## src/rtl/interlock_pkg.sv

```systemverilog
package interlock_pkg;
  typedef enum logic [2:0] {
    OP_PLAIN = 3'd0,
    OP_HILO  = 3'd1,
    OP_MUL   = 3'd2,
    OP_DIV   = 3'd3,
    OP_BRK   = 3'd4
  } op_class_e;

  typedef enum int unsigned {
    CAUSE_LOAD = 0,
    CAUSE_HILO = 1,
    CAUSE_MD   = 2,
    CAUSE_BRK  = 3
  } cause_idx_e;

  localparam int unsigned NUM_CAUSE = 4;
endpackage

```

## src/rtl/load_use_cmp.sv

```systemverilog
module load_use_cmp #(
  parameter int unsigned REG_W = 5,
  parameter int unsigned NSRC  = 2
) (
  input  logic                       dec_valid,
  input  logic [NSRC-1:0][REG_W-1:0] srcs,
  input  logic [NSRC-1:0]            uses,
  input  logic                       ex_valid,
  input  logic                       ex_load,
  input  logic [REG_W-1:0]           ex_dst,
  output logic                       hazard
);
  logic [NSRC-1:0] hit;
  logic            producer_live;

  // a load writing register zero produces nothing a reader can depend on
  assign producer_live = ex_valid & ex_load & (ex_dst != '0);

  for (genvar i = 0; i < NSRC; i++) begin : g_src
    assign hit[i] = uses[i] & (srcs[i] == ex_dst);
  end

  assign hazard = dec_valid & producer_live & (|hit);
endmodule

```

## src/rtl/muldiv_scoreboard.sv

```systemverilog
module muldiv_scoreboard #(
  parameter int unsigned MUL_LAT = 4,
  parameter int unsigned DIV_LAT = 10
) (
  input  logic clk,
  input  logic rst_n,
  input  logic launch,
  input  logic launch_div,
  output logic busy
);
  localparam int unsigned MAX_LAT = (DIV_LAT > MUL_LAT) ? DIV_LAT : MUL_LAT;
  localparam int unsigned CW      = $clog2(MAX_LAT + 1);

  logic [CW-1:0] remain_q;
  logic [CW-1:0] remain_d;
  logic          remain_en;

  assign busy      = (remain_q != '0);
  assign remain_en = launch | busy;

  always_comb begin
    remain_d = remain_q;
    if (launch) begin
      remain_d = launch_div ? CW'(DIV_LAT) : CW'(MUL_LAT);
    end else if (busy) begin
      remain_d = remain_q - 1'b1;
    end
  end

  always_ff @(posedge clk or negedge rst_n) begin
    if (!rst_n) begin
      remain_q <= '0;
    end else if (remain_en) begin
      remain_q <= remain_d;
    end
  end
endmodule

```

## src/rtl/stall_arbiter.sv

```systemverilog
module stall_arbiter
  import interlock_pkg::*;
(
  input  logic      dec_valid,
  input  op_class_e dec_op,
  input  logic      load_hazard,
  input  logic      md_busy,
  input  logic      brk_release,
  output logic      freeze_pc,
  output logic      freeze_fd,
  output logic      bubble_ex,
  output logic      md_launch,
  output logic      md_is_div
);
  logic [NUM_CAUSE-1:0] cause;
  logic                 is_md;
  logic                 stall;

  assign is_md = (dec_op == OP_MUL) | (dec_op == OP_DIV);

  always_comb begin
    cause             = '0;
    cause[CAUSE_LOAD] = load_hazard;
    cause[CAUSE_HILO] = dec_valid & (dec_op == OP_HILO) & md_busy;
    cause[CAUSE_MD]   = dec_valid & is_md & md_busy;
    cause[CAUSE_BRK]  = dec_valid & (dec_op == OP_BRK) & ~brk_release;
  end

  // every reason merges into one stall; it drops when the last reason drops
  assign stall     = |cause;
  assign freeze_pc = stall;
  assign freeze_fd = stall;
  assign bubble_ex = stall;
  assign md_launch = dec_valid & is_md & ~stall;
  assign md_is_div = (dec_op == OP_DIV);
endmodule

```

## src/rtl/pipe_interlock.sv

```systemverilog
module pipe_interlock
  import interlock_pkg::*;
#(
  parameter int unsigned REG_W   = 5,
  parameter int unsigned MUL_LAT = 4,
  parameter int unsigned DIV_LAT = 10
) (
  input  logic             clk,
  input  logic             rst_n,
  input  logic             dec_valid,
  input  logic [2:0]       dec_op,
  input  logic [REG_W-1:0] src_a,
  input  logic             use_a,
  input  logic [REG_W-1:0] src_b,
  input  logic             use_b,
  input  logic             ex_valid,
  input  logic             ex_load,
  input  logic [REG_W-1:0] ex_dst,
  input  logic             brk_release,
  output logic             freeze_pc,
  output logic             freeze_fd,
  output logic             bubble_ex,
  output logic             md_launch
);
  localparam int unsigned NSRC = 2;

  logic [1:0]                 rst_pipe_q;
  logic                       rst_sync_n;
  logic [NSRC-1:0][REG_W-1:0] srcs;
  logic [NSRC-1:0]            uses;
  logic                       load_hazard;
  logic                       md_busy;
  logic                       md_is_div;

  always_ff @(posedge clk or negedge rst_n) begin
    if (!rst_n) begin
      rst_pipe_q <= '0;
    end else begin
      rst_pipe_q <= {rst_pipe_q[0], 1'b1};
    end
  end
  assign rst_sync_n = rst_pipe_q[1];

  assign srcs = {src_b, src_a};
  assign uses = {use_b, use_a};

  load_use_cmp #(.REG_W(REG_W), .NSRC(NSRC)) u_lu (
    .dec_valid (dec_valid),
    .srcs      (srcs),
    .uses      (uses),
    .ex_valid  (ex_valid),
    .ex_load   (ex_load),
    .ex_dst    (ex_dst),
    .hazard    (load_hazard)
  );

  muldiv_scoreboard #(.MUL_LAT(MUL_LAT), .DIV_LAT(DIV_LAT)) u_sb (
    .clk        (clk),
    .rst_n      (rst_sync_n),
    .launch     (md_launch),
    .launch_div (md_is_div),
    .busy       (md_busy)
  );

  stall_arbiter u_arb (
    .dec_valid   (dec_valid),
    .dec_op      (op_class_e'(dec_op)),
    .load_hazard (load_hazard),
    .md_busy     (md_busy),
    .brk_release (brk_release),
    .freeze_pc   (freeze_pc),
    .freeze_fd   (freeze_fd),
    .bubble_ex   (bubble_ex),
    .md_launch   (md_launch),
    .md_is_div   (md_is_div)
  );
endmodule

```

## config.mk

```make
export PLATFORM = sky130hd
export DESIGN_NAME = pipe_interlock
export DESIGN_NICKNAME = d
export VERILOG_FILES = /design/src/rtl/interlock_pkg.sv /design/src/rtl/load_use_cmp.sv /design/src/rtl/muldiv_scoreboard.sv /design/src/rtl/stall_arbiter.sv /design/src/rtl/pipe_interlock.sv
export SDC_FILE = /design/constraint.sdc
export NUM_CORES = 1
export LEC_CHECK = 0
export BUFFER_PORTS_ARGS = -buffer_cell sky130_fd_sc_hd__buf_2
export CAP_MARGIN = 10
export CELL_PAD_IN_SITES_DETAIL_PLACEMENT = 1
export CELL_PAD_IN_SITES_GLOBAL_PLACEMENT = 2
export CORE_MARGIN = 2
export CORE_UTILIZATION = 24
export CTS_BUF_LIST = sky130_fd_sc_hd__clkbuf_8
export DETAILED_ROUTE_END_ITERATION = 8
export PLACE_DENSITY = 0.93
export SLEW_MARGIN = 20
export SYNTH_ARGS = -nofsm -noshare
export SYNTH_HDL_FRONTEND = slang
export SYNTH_SLANG_ARGS = --single-unit
export TNS_END_PERCENT = 30
```

## constraint.sdc

```tcl
create_clock -name clk -period 4.4 [get_ports clk]
set_clock_uncertainty 0.1 [all_clocks]
set_input_delay 0.44 -clock clk [delete_from_list [all_inputs] [get_ports clk]]
set_output_delay 0.44 -clock clk [all_outputs]
set_load 0.05 [all_outputs]
```

Yosys cells after proc, flatten, opt, wreduce, memory -nomap -nowiden
Index checks and enable logic that the tools add are counted.
{"block": "classes", "bitwise": 17, "n_mux": 3, "n_eq_ne": 6, "addsub": 1, "n_reduce_logical": 6}
{"cell": "1-bit AND", "n": 13}
{"cell": "4-bit 2-to-1 mux", "n": 3}
{"cell": "5-bit == test", "n": 2}
{"cell": "3-bit by 2-bit == test with 1-bit output (second input constant)", "n": 2}
{"cell": "5-bit nonzero test", "n": 1}
{"cell": "4-bit nonzero test", "n": 1}
{"cell": "4-bit OR reduction", "n": 1}
{"cell": "4-bit by 1-bit subtractor with 4-bit output (second input constant)", "n": 1}
{"cell": "3-bit by 1-bit == test with 1-bit output (second input constant)", "n": 1}
{"cell": "3-bit == test (second input constant)", "n": 1}
{"cell": "1-bit NOT", "n": 2}
{"cell": "1-bit OR", "n": 2}
{"cell": "2-bit AND reduction", "n": 1}
{"cell": "2-bit nonzero test", "n": 1}
{"cell": "2-bit OR reduction", "n": 1}
{"block": "word_totals", "register_bits": 6, "out_inout_bits": 4, "wordCells": 35, "inputBits": 26}

Logic depth before layout (Yosys ltp)
Gate-level depths: netlist (run 1).
{"block": "logic_depth", "ltp_word": 9, "mapped_depth": 7, "depth_no_buf": 7}

Modules after synthesis
From an unflattened synthesis (run 1), not the netlist that was laid out.
{"block": "hier_totals", "hier_cells": 50, "hier_area_um2": 486.7}
{"mod": "muldiv_scoreboard", "cells_each": 21, "n_inst": 1, "area_each_um2": 235.2, "seq_area_each_um2": 100.1}
{"mod": "load_use_cmp", "cells_each": 17, "n_inst": 1, "area_each_um2": 131.4, "seq_area_each_um2": 0.0}
{"mod": "stall_arbiter", "cells_each": 9, "n_inst": 1, "area_each_um2": 66.3, "seq_area_each_um2": 0.0}
{"mod": "pipe_interlock", "cells_each": 3, "n_inst": 1, "area_each_um2": 53.8, "seq_area_each_um2": 50.0}

Worst setup path after synthesis (run 1)
Ideal clock, no wire load.
{"block": "synth_timing", "kind": "input to output", "from": "input port ex_dst[0]", "to": "output port freeze_fd", "t_arrival_ns": 2.054, "t_required_ns": 3.860, "n_path_buf": 1, "stages": 5, "setup_slack_ns": 1.806, "cell_sequence": "or3_1 > o311a_1 > and2_1 > o31a_1 > buf_4"}
{"block": "synth_via", "elab_chain_cells": 5, "word_cells_on_any_way": 10, "classes_between": "eq/ne (2); bitwise (5); reduce/logical (3)"}
{"element": "start, declared", "line": "pipe_interlock.sv:18", "rtl": "input logic [REG_W-1:0] ex_dst,"}
{"element": "5-bit == test or 5-bit nonzero test (tied branches)", "line": "load_use_cmp.sv:20, load_use_cmp.sv:17"}
{"element": "1-bit AND (on tied branches)", "line": "load_use_cmp.sv:20, load_use_cmp.sv:17"}
{"element": "2-bit OR reduction or 1-bit AND (tied branches)", "line": "load_use_cmp.sv:23", "rtl": "assign hazard = dec_valid & producer_live & (|hit);"}
{"element": "1-bit AND (*)", "line": "load_use_cmp.sv:23"}
{"element": "4-bit OR reduction (*)", "line": "stall_arbiter.sv:30", "rtl": "assign stall = |cause;"}
{"element": "end, declared", "line": "pipe_interlock.sv:21", "rtl": "output logic freeze_fd,"}
Mark *: on every way between the ends. The rest lies on a longest branch, timed or not.

Final worst setup path (run 1)
{"block": "layout_timing", "from": "input port ex_dst[0]", "to": "output port bubble_ex"}
{"block": "layout_via", "elab_chain_cells": 5, "word_cells_on_any_way": 10, "classes_between": "eq/ne (2); bitwise (5); reduce/logical (3)"}
{"element": "5-bit == test or 5-bit nonzero test (tied branches)", "line": "load_use_cmp.sv:20, load_use_cmp.sv:17"}
{"element": "1-bit AND (on tied branches)", "line": "load_use_cmp.sv:20, load_use_cmp.sv:17"}
{"element": "2-bit OR reduction or 1-bit AND (tied branches)", "line": "load_use_cmp.sv:23"}
{"element": "1-bit AND (*)", "line": "load_use_cmp.sv:23"}
{"element": "4-bit OR reduction (*)", "line": "stall_arbiter.sv:30"}
{"element": "end, declared", "line": "pipe_interlock.sv:22", "rtl": "output logic bubble_ex,"}
Marked as above.

==> flow_summary.json, run 1 <==
{
  "highest_layer": "met4",
  "min_period_over_period": 0.5726,
  "cts_root_buffer": "clkbuf_8",
  "fmax_mhz": 396.9,
  "comb_power_share": 0.456,
  "crit_path_frequent_cell": "buf_2",
  "pin_count": 30,
  "drive_gt1_frac": 0.3837,
  "netlist_area_um2": 465.4,
  "cts_buffers": 3,
  "slowest_delay_ns": 0.36,
  "cp_slowest_cell": "or3_1",
  "rows": 15,
  "port_buffers": 29,
  "synth_edf_count": 0,
  "grt_use_total": 0.1304,
  "setup_violations": 0,
  "wl_met2_um": 738,
  "outcome": "finished, final reports clean",
  "wirelength_um": 1293,
  "diodes": 0,
  "yosysWarnings": 0,
  "vias": 491,
  "syn-num-nets": 81,
  "die-height_um": 48.04,
  "clkPwrFrac": 0.257,
  "power_switching_mw": 0.1145,
  "dr.pass1.iters": 4,
  "cp_max_fo": 3,
  "via_per_inst": 4.423,
  "crit_path_end_kind": "output port",
  "power.leakage_nw": 0.3181,
  "nets": 115,
  "fin_cells": 111,
  "swShare": 0.3711,
  "start_kind": "input pin",
  "grt_pass1_wl_um": 2014,
  "postSynthAreaPerCell_um2": 8.619,
  "syn_to_final_growth_pct": 47.85,
  "p_seq_frac": 0.286,
  "grt-ovfl-total": 0,
  "grt_max_degree": 6,
  "wl_per_cell_um": 11.65,
  "p_int_mw": 0.1940,
  "dp.cells": 106,
  "tns_ns": 0,
  "grt_pass1_vias": 518,
  "placed_area_um2": 626.9,
  "crit_buf_inv": 2,
  "synthArstFlopShare": 1.000,
  "hold_viol": 0,
  "clk-insertion-delay-late_ns": 0.22,
  "cellPowerDensity_nw_per_um2": 448.3,
  "wl_met1_um": 485,
  "antenna_found_initial": 0,
  "ir_worst_vdd_uv": 190.1,
  "core-area_um2": 1783,
  "synth_seq_cells": 6,
  "die_area_um2": 2308,
  "start_util": 0.2611,
  "dr_wl_met3_um": 52,
  "fin_crit_ns": 2.519,
  "cts_buffer_depth": 2,
  "seq_area_frac_synth": 0.3226,
  "worstPathRequired_ns": 3.86,
  "die_w_um": 48.04,
  "crit_type": "input pin to output port",
  "fillCellCount": 225,
  "cp_cell_sequence": "buf_2, or3_1, o311a_1, and2_1, o31a_1, buf_2",
  "ys_types": 24,
  "drtIter0Drc": 3,
  "grt_setup_unrepaired": "false",
  "fin_area_um2": 688.2,
  "drcViolationCount": 0,
  "gp_congestion": 0.8035,
  "cts.clk_slew.worst_paths_ns": 0.03,
  "ant_nets": 0,
  "min_path_type": "register to register",
  "synth-main-ff-cell": "dfrtp_1",
  "worstPathArrival_ns": 1.98,
  "slew_violations": 0,
  "cap_violations": 0,
  "clkSinkCount": 6,
  "cts_tree": "done",
  "ctsHtreeMaxLevel": 1,
  "synth_cells": 54,
  "crit_family": "compound AO/OA/AOI/OAI gates",
  "dp_hpwl_um": 1145
}
## power groups by stage
stage / registers (mW) / clock network, mW / logic, mW
floorplan: 0.0847 / 0 / 0.103
global placement: 0.0861 / 0 / 0.132
detailed placement: 0.0889 / 0 / 0.140
CTS: 0.0876 / 0.0834 / 0.143
global route: 0.0892 / 0.0873 / 0.155
finish: 0.0883 / 0.0794 / 0.141
## cell usage in the layout, fill, tap and decap left out, drive strengths merged, types with 2 or more instances in the layout
cell type,n
nand4,2
dlygate4sd3,2
xnor2,11
buf,29
nand3,2
nand2,7
nor2,4
clkbuf,3
dfrtp,6
nor3,2
inv,3
## metrics by stage
step / setup slack [ns] / hold WS, ns / power [mW] / util
final: 1.881 / 0.2477 / 0.3085 / 0.3860
after global routing: 1.804 / 0.2600 / 0.3312 / 0.3860
after CTS: 1.867 / 0.2571 / 0.3138 / 0.3860
after detailed placement: 1.868 / -0.04283 / 0.2293 / 0.3516
after global placement: 1.892 / -0.04925 / 0.2183 / 0.3516
after floorplan: 1.806 / -0.05971 / 0.1873 / -
## final timing paths
path | start | to | slack, ns | depth (start not counted)
hold reg to reg | rst_pipe_q[0] | rst_pipe_q[1] | 0.25 | 0
setup reg to reg | u_sb.remain_q[0] | u_sb.remain_q[1] | 2.42 | 7
max in group asynchronous | rst_pipe_q[1] | u_sb.remain_q[3] | 3.55 | 1
min in group asynchronous | rst_n | rst_pipe_q[1] | 0.44 | 2
setup / recovery | ex_dst[0] | bubble_ex | 1.88 | 6
hold / removal | rst_pipe_q[0] | rst_pipe_q[1] | 0.25 | 0
## state kept, by name (all words and copies together) (netlist names)
name,cells
u_sb.remain_q,4
rst_pipe_q,2
## cells in the mapped netlist, drive strengths merged (2+ instances only)
library cell  count  area [um2]
nor2              4       15.01
inv               3       11.26
dfrtp             6       150.1
nand2             7       26.28
nand4             2       12.51
buf               2       15.01
xnor2            11       96.34
nor3              2       10.01
nand3             2       10.01
## logic make-up after synthesis
kind of cell               Yosys count  share of synthesized area
xor gates and xnor gates            11                     0.2070
muxes                                1                    0.02419
other                                1                   0.008057
and+or+nand+nor                     21                     0.2178
DFF                                  6                     0.3226
adders and majority gates            1                    0.02688
buffers and inverters                5                    0.05644
AOI/OAI and AO/OA                    8                     0.1371
## repair_timing
action                                 in CTS  in global routing
buffers inserted                            0                  0
endpoints found under the hold margin       6                  0
resized for setup                           0                  0
hold buffers                                2                  0
## layout make-up
| cell class | instances | area, um2 | area share |
|---|---|---|---|
| multi-input cells | 43 | 289.0 | 0.4200 |
| well taps | 25 | 31.28 | 0.04545 |
| clock buffers | 3 | 41.29 | 0.06000 |
| inverters | 3 | 11.26 | 0.01636 |
| repair buffers | 31 | 165.2 | 0.2400 |
| flip-flops and latches | 6 | 150.1 | 0.2182 |
## routing by layer
metal / GRT usage / vias to the layer above
li1: - / 250
met1: 0.1298 / 226
met2: 0.2320 / 13
met3: 0.02264 / 2
met4: 0.1081 / 0
met5: 0 / -
No activity file was read; power rests on OpenSTA's default activity.
==> run 2: changes to the inputs <==
--- a/config.mk
+++ b/config.mk
@@ -5,15 +5,16 @@
 export SDC_FILE = /design/constraint.sdc
 export NUM_CORES = 1
 export LEC_CHECK = 0
+export ABC_AREA = 1
 export BUFFER_PORTS_ARGS = -buffer_cell sky130_fd_sc_hd__buf_2
 export CAP_MARGIN = 10
 export CELL_PAD_IN_SITES_DETAIL_PLACEMENT = 1
 export CELL_PAD_IN_SITES_GLOBAL_PLACEMENT = 2
 export CORE_MARGIN = 2
-export CORE_UTILIZATION = 24
+export CORE_UTILIZATION = 22
 export CTS_BUF_LIST = sky130_fd_sc_hd__clkbuf_8
 export DETAILED_ROUTE_END_ITERATION = 8
-export PLACE_DENSITY = 0.93
+export PLACE_DENSITY = 0.88
 export SLEW_MARGIN = 20
 export SYNTH_ARGS = -nofsm -noshare
 export SYNTH_HDL_FRONTEND = slang
==> constraint.sdc (replaced) <==
create_clock -name clk -period 2.5 [get_ports clk]
set_clock_uncertainty 0.1 [all_clocks]
set_input_delay 0.25 -clock clk [delete_from_list [all_inputs] [get_ports clk]]
set_output_delay 0.25 -clock clk [all_outputs]
set_load 0.05 [all_outputs]
==> run 2 against run 1 <==
Net effect:
- global-route usage down 2.7 points
- combinational power up 93%
- largest power group unchanged
- sequential power up 89%
- synthesized cell count up 89%
- highest routed layer is now met3
- wire length up 17%
- worst setup slack worse by 1.4 ns
- die area up 37%
- clock power up 76%
- synthesized area up 28%
==> flow_summary.json, run 2 <==
{
  "fin_ws_ns": 0.4630,
  "wl_per_cell_um": 9.201,
  "die_w_um": 56.14,
  "dp.cells": 159,
  "fin_crit_ns": 2.037,
  "drive_gt1_frac": 0.2985,
  "register_area_um2": 150.1,
  "start_kind": "register",
  "yosysWarnings": 0,
  "tns_ns": 0,
  "grt_pass1_vias": 684,
  "clkSinkCount": 6,
  "grt_setup_unrepaired": "false",
  "cellPowerDensity_nw_per_um2": 699.6,
  "final_util": 0.3279,
  "dr.pass1.iters": 4,
  "ir_worst_vdd_uv": 492.4,
  "cts_buffer_depth": 2,
  "rows": 18,
  "fin_cells": 164,
  "pin_count": 30,
  "power_mw": 0.5786,
  "crit_family": "buffers and inverters",
  "seq_area_frac_synth": 0.2510,
  "diodes": 0,
  "hold_buffers": 2,
  "worstPathRequired_ns": 2.15,
  "nets": 163,
  "gp_congestion": 0.7002,
  "ant_nets": 0,
  "crit_path_end_kind": "output port",
  "port_buffers": 29,
  "cts_tree": "done",
  "postSynthAreaPerCell_um2": 5.863,
  "largestRegisters": "u_sb.remain_q x4, rst_pipe_q x2",
  "core-area_um2": 2522,
  "crit_type": "register to output port",
  "grt_pass1_wl_um": 2642,
  "placed_area_um2": 765.7,
  "grt_use_total": 0.1034,
  "clk-insertion-delay-late_ns": 0.22,
  "largest_reg_flops": 4,
  "max_flop_register": "u_sb.remain_q",
  "synth_seq_cells": 6,
  "cts_root_buffer": "clkbuf_8",
  "cp_slowest_cell": "dfrtp_1",
  "wirelength_um": 1509,
  "ctsHtreeMaxLevel": 1,
  "hold_ws_ns": 0.2445,
  "drcViolationCount": 0,
  "crit_path_frequent_cell": "inv_1",
  "cts_setup_buffers": 0,
  "crit_buf_inv": 3,
  "final_cell_mix": "35 x nand2_1, 29 x buf_2, 23 x inv_1, 12 x nor2_1, 6 x dfrtp_1",
  "fillCellCount": 350,
  "hold_viol": 0,
  "slew_violations": 0,
  "synthArstFlopShare": 1.000,
  "netlist_area_um2": 598.1,
  "start_util": 0.2371,
  "syn-num-nets": 129,
  "yosysMostFrequentCell": "nand2_1",
  "fmax_mhz": 490.9,
  "setup_violations": 0,
  "synth_edf_count": 0,
  "syn_to_final_growth_pct": 38.28,
  "cts_buffers": 3,
  "drtIter0Drc": 11,
  "worstPathArrival_ns": 1.69,
  "via_per_inst": 4.274,
  "synth-main-ff-cell": "dfrtp_1",
  "synth_cells": 102,
  "cts.clk_slew.worst_paths_ns": 0.04,
  "yosys.area.top_type": "dfrtp_1",
  "ys_types": 18,
  "grt_max_degree": 6,
  "post-place-ws_ns": 0.6925,
  "fin_area_um2": 827.0,
  "cp_max_fo": 5,
  "synth_top_area_share": 0.2510,
  "cts_resized": 0,
  "synth_commonest_cells": "35 x nand2_1, 23 x inv_1, 12 x nor2_1, 6 x dfrtp_1, 5 x nand3_1",
  "cap_violations": 0,
  "dp_hpwl_um": 1367,
  "vias": 701,
  "cp.depth": 7,
  "die-height_um": 56.14,
  "cp_cell_sequence": "inv_1, ha_1, nand2_2, a31oi_4, nand3_4, inv_1, buf_2",
  "antenna_found_initial": 0,
  "rr_worst_depth": 9,
  "min_period_over_period": 0.8148,
  "outcome": "finished, final reports clean",
  "multi_input_comb_area_um2": 339.1,
  "min_path_type": "input pin to asynchronous set/reset pin",
  "final_common_cell": "nand2_1",
  "grt-ovfl-total": 0,
  "slowest_delay_ns": 0.39,
  "ys_top_cells_by_area": "dfrtp_1 25%, nand2_1 22%, inv_1 14%",
  "power.leakage_nw": 0.5395,
  "die_area_um2": 3152
}
-- run 2: changes by cell type after synthesis, moves of 2 or more --
cell	delta
nand2_2	+3
inv_1	+20
nor2_1	+8
xnor2_1	-9
inv_2	+2
nand3_1	+3
nand2_1	+28
-- run 2: cells by family (layout without fill, tap and decap cells) --
group,after synthesis,count (layout),share of synthesized area
and+or+nand+nor,61,61,0.4456
buffers and inverters,27,59,0.1820
DFF,6,6,0.2510
AOI/OAI and AO/OA,4,4,0.06486
xor gates and xnor gates,2,2,0.02929
adders and majority gates,1,1,0.02092
other,1,1,0.006270
-- run 2: routing by layer --
layer  wire length (um)  vias to the layer above  share of wire  track usage
met5                  0                        -              0            0
met4                  0                        0              0      0.03061
met3                 55                        0          0.036      0.02093
met2                811                       14           0.54       0.1966
met1                642                      325           0.43       0.1136
li1                   -                      362              -            -
-- run 2: final cells by class --
class                   instances  share of cell area
clock buffers                   3             0.04992
inverters                      25              0.1135
multi-input cells              69              0.4100
flip-flops and latches          6              0.1815
well taps                      30             0.04539
repair buffers                 31              0.1997
-- run 2: where the power goes --
part / switching (mW) / internal, mW / total, mW / leakage [nW]
Combinational: 0.159 / 0.113 / 0.272 / 0.447
Sequential: 0.0308 / 0.136 / 0.167 / 0.0710
Clock: 0.0370 / 0.103 / 0.140 / 0.0216
Total: 0.227 / 0.352 / 0.579 / 0.539
-- run 2: path summary, 6_finish.rpt --
kind | startpoint | to | slack [ns]
min reg2reg | rst_pipe_q[0] | rst_pipe_q[1] | 0.25
min | rst_n | rst_pipe_q[0] | 0.24
max | u_sb.remain_q[0] | md_launch | 0.46
min in group clk | rst_pipe_q[0] | rst_pipe_q[1] | 0.25
max in group asynchronous | rst_pipe_q[1] | u_sb.remain_q[1] | 1.64
max reg2reg | u_sb.remain_q[0] | u_sb.remain_q[1] | 0.90
-- run 2: worst register-to-register path: stages (launching register included) --
cell	delay [ns]
dfrtp_1	0.39
inv_1	0.09
ha_1	0.20
nand2_2	0.11
a31oi_4	0.24
nand3_4	0.13
nand2_2	0.07
nand2_1	0.04
nand2_1	0.06
nand2_1	0.06
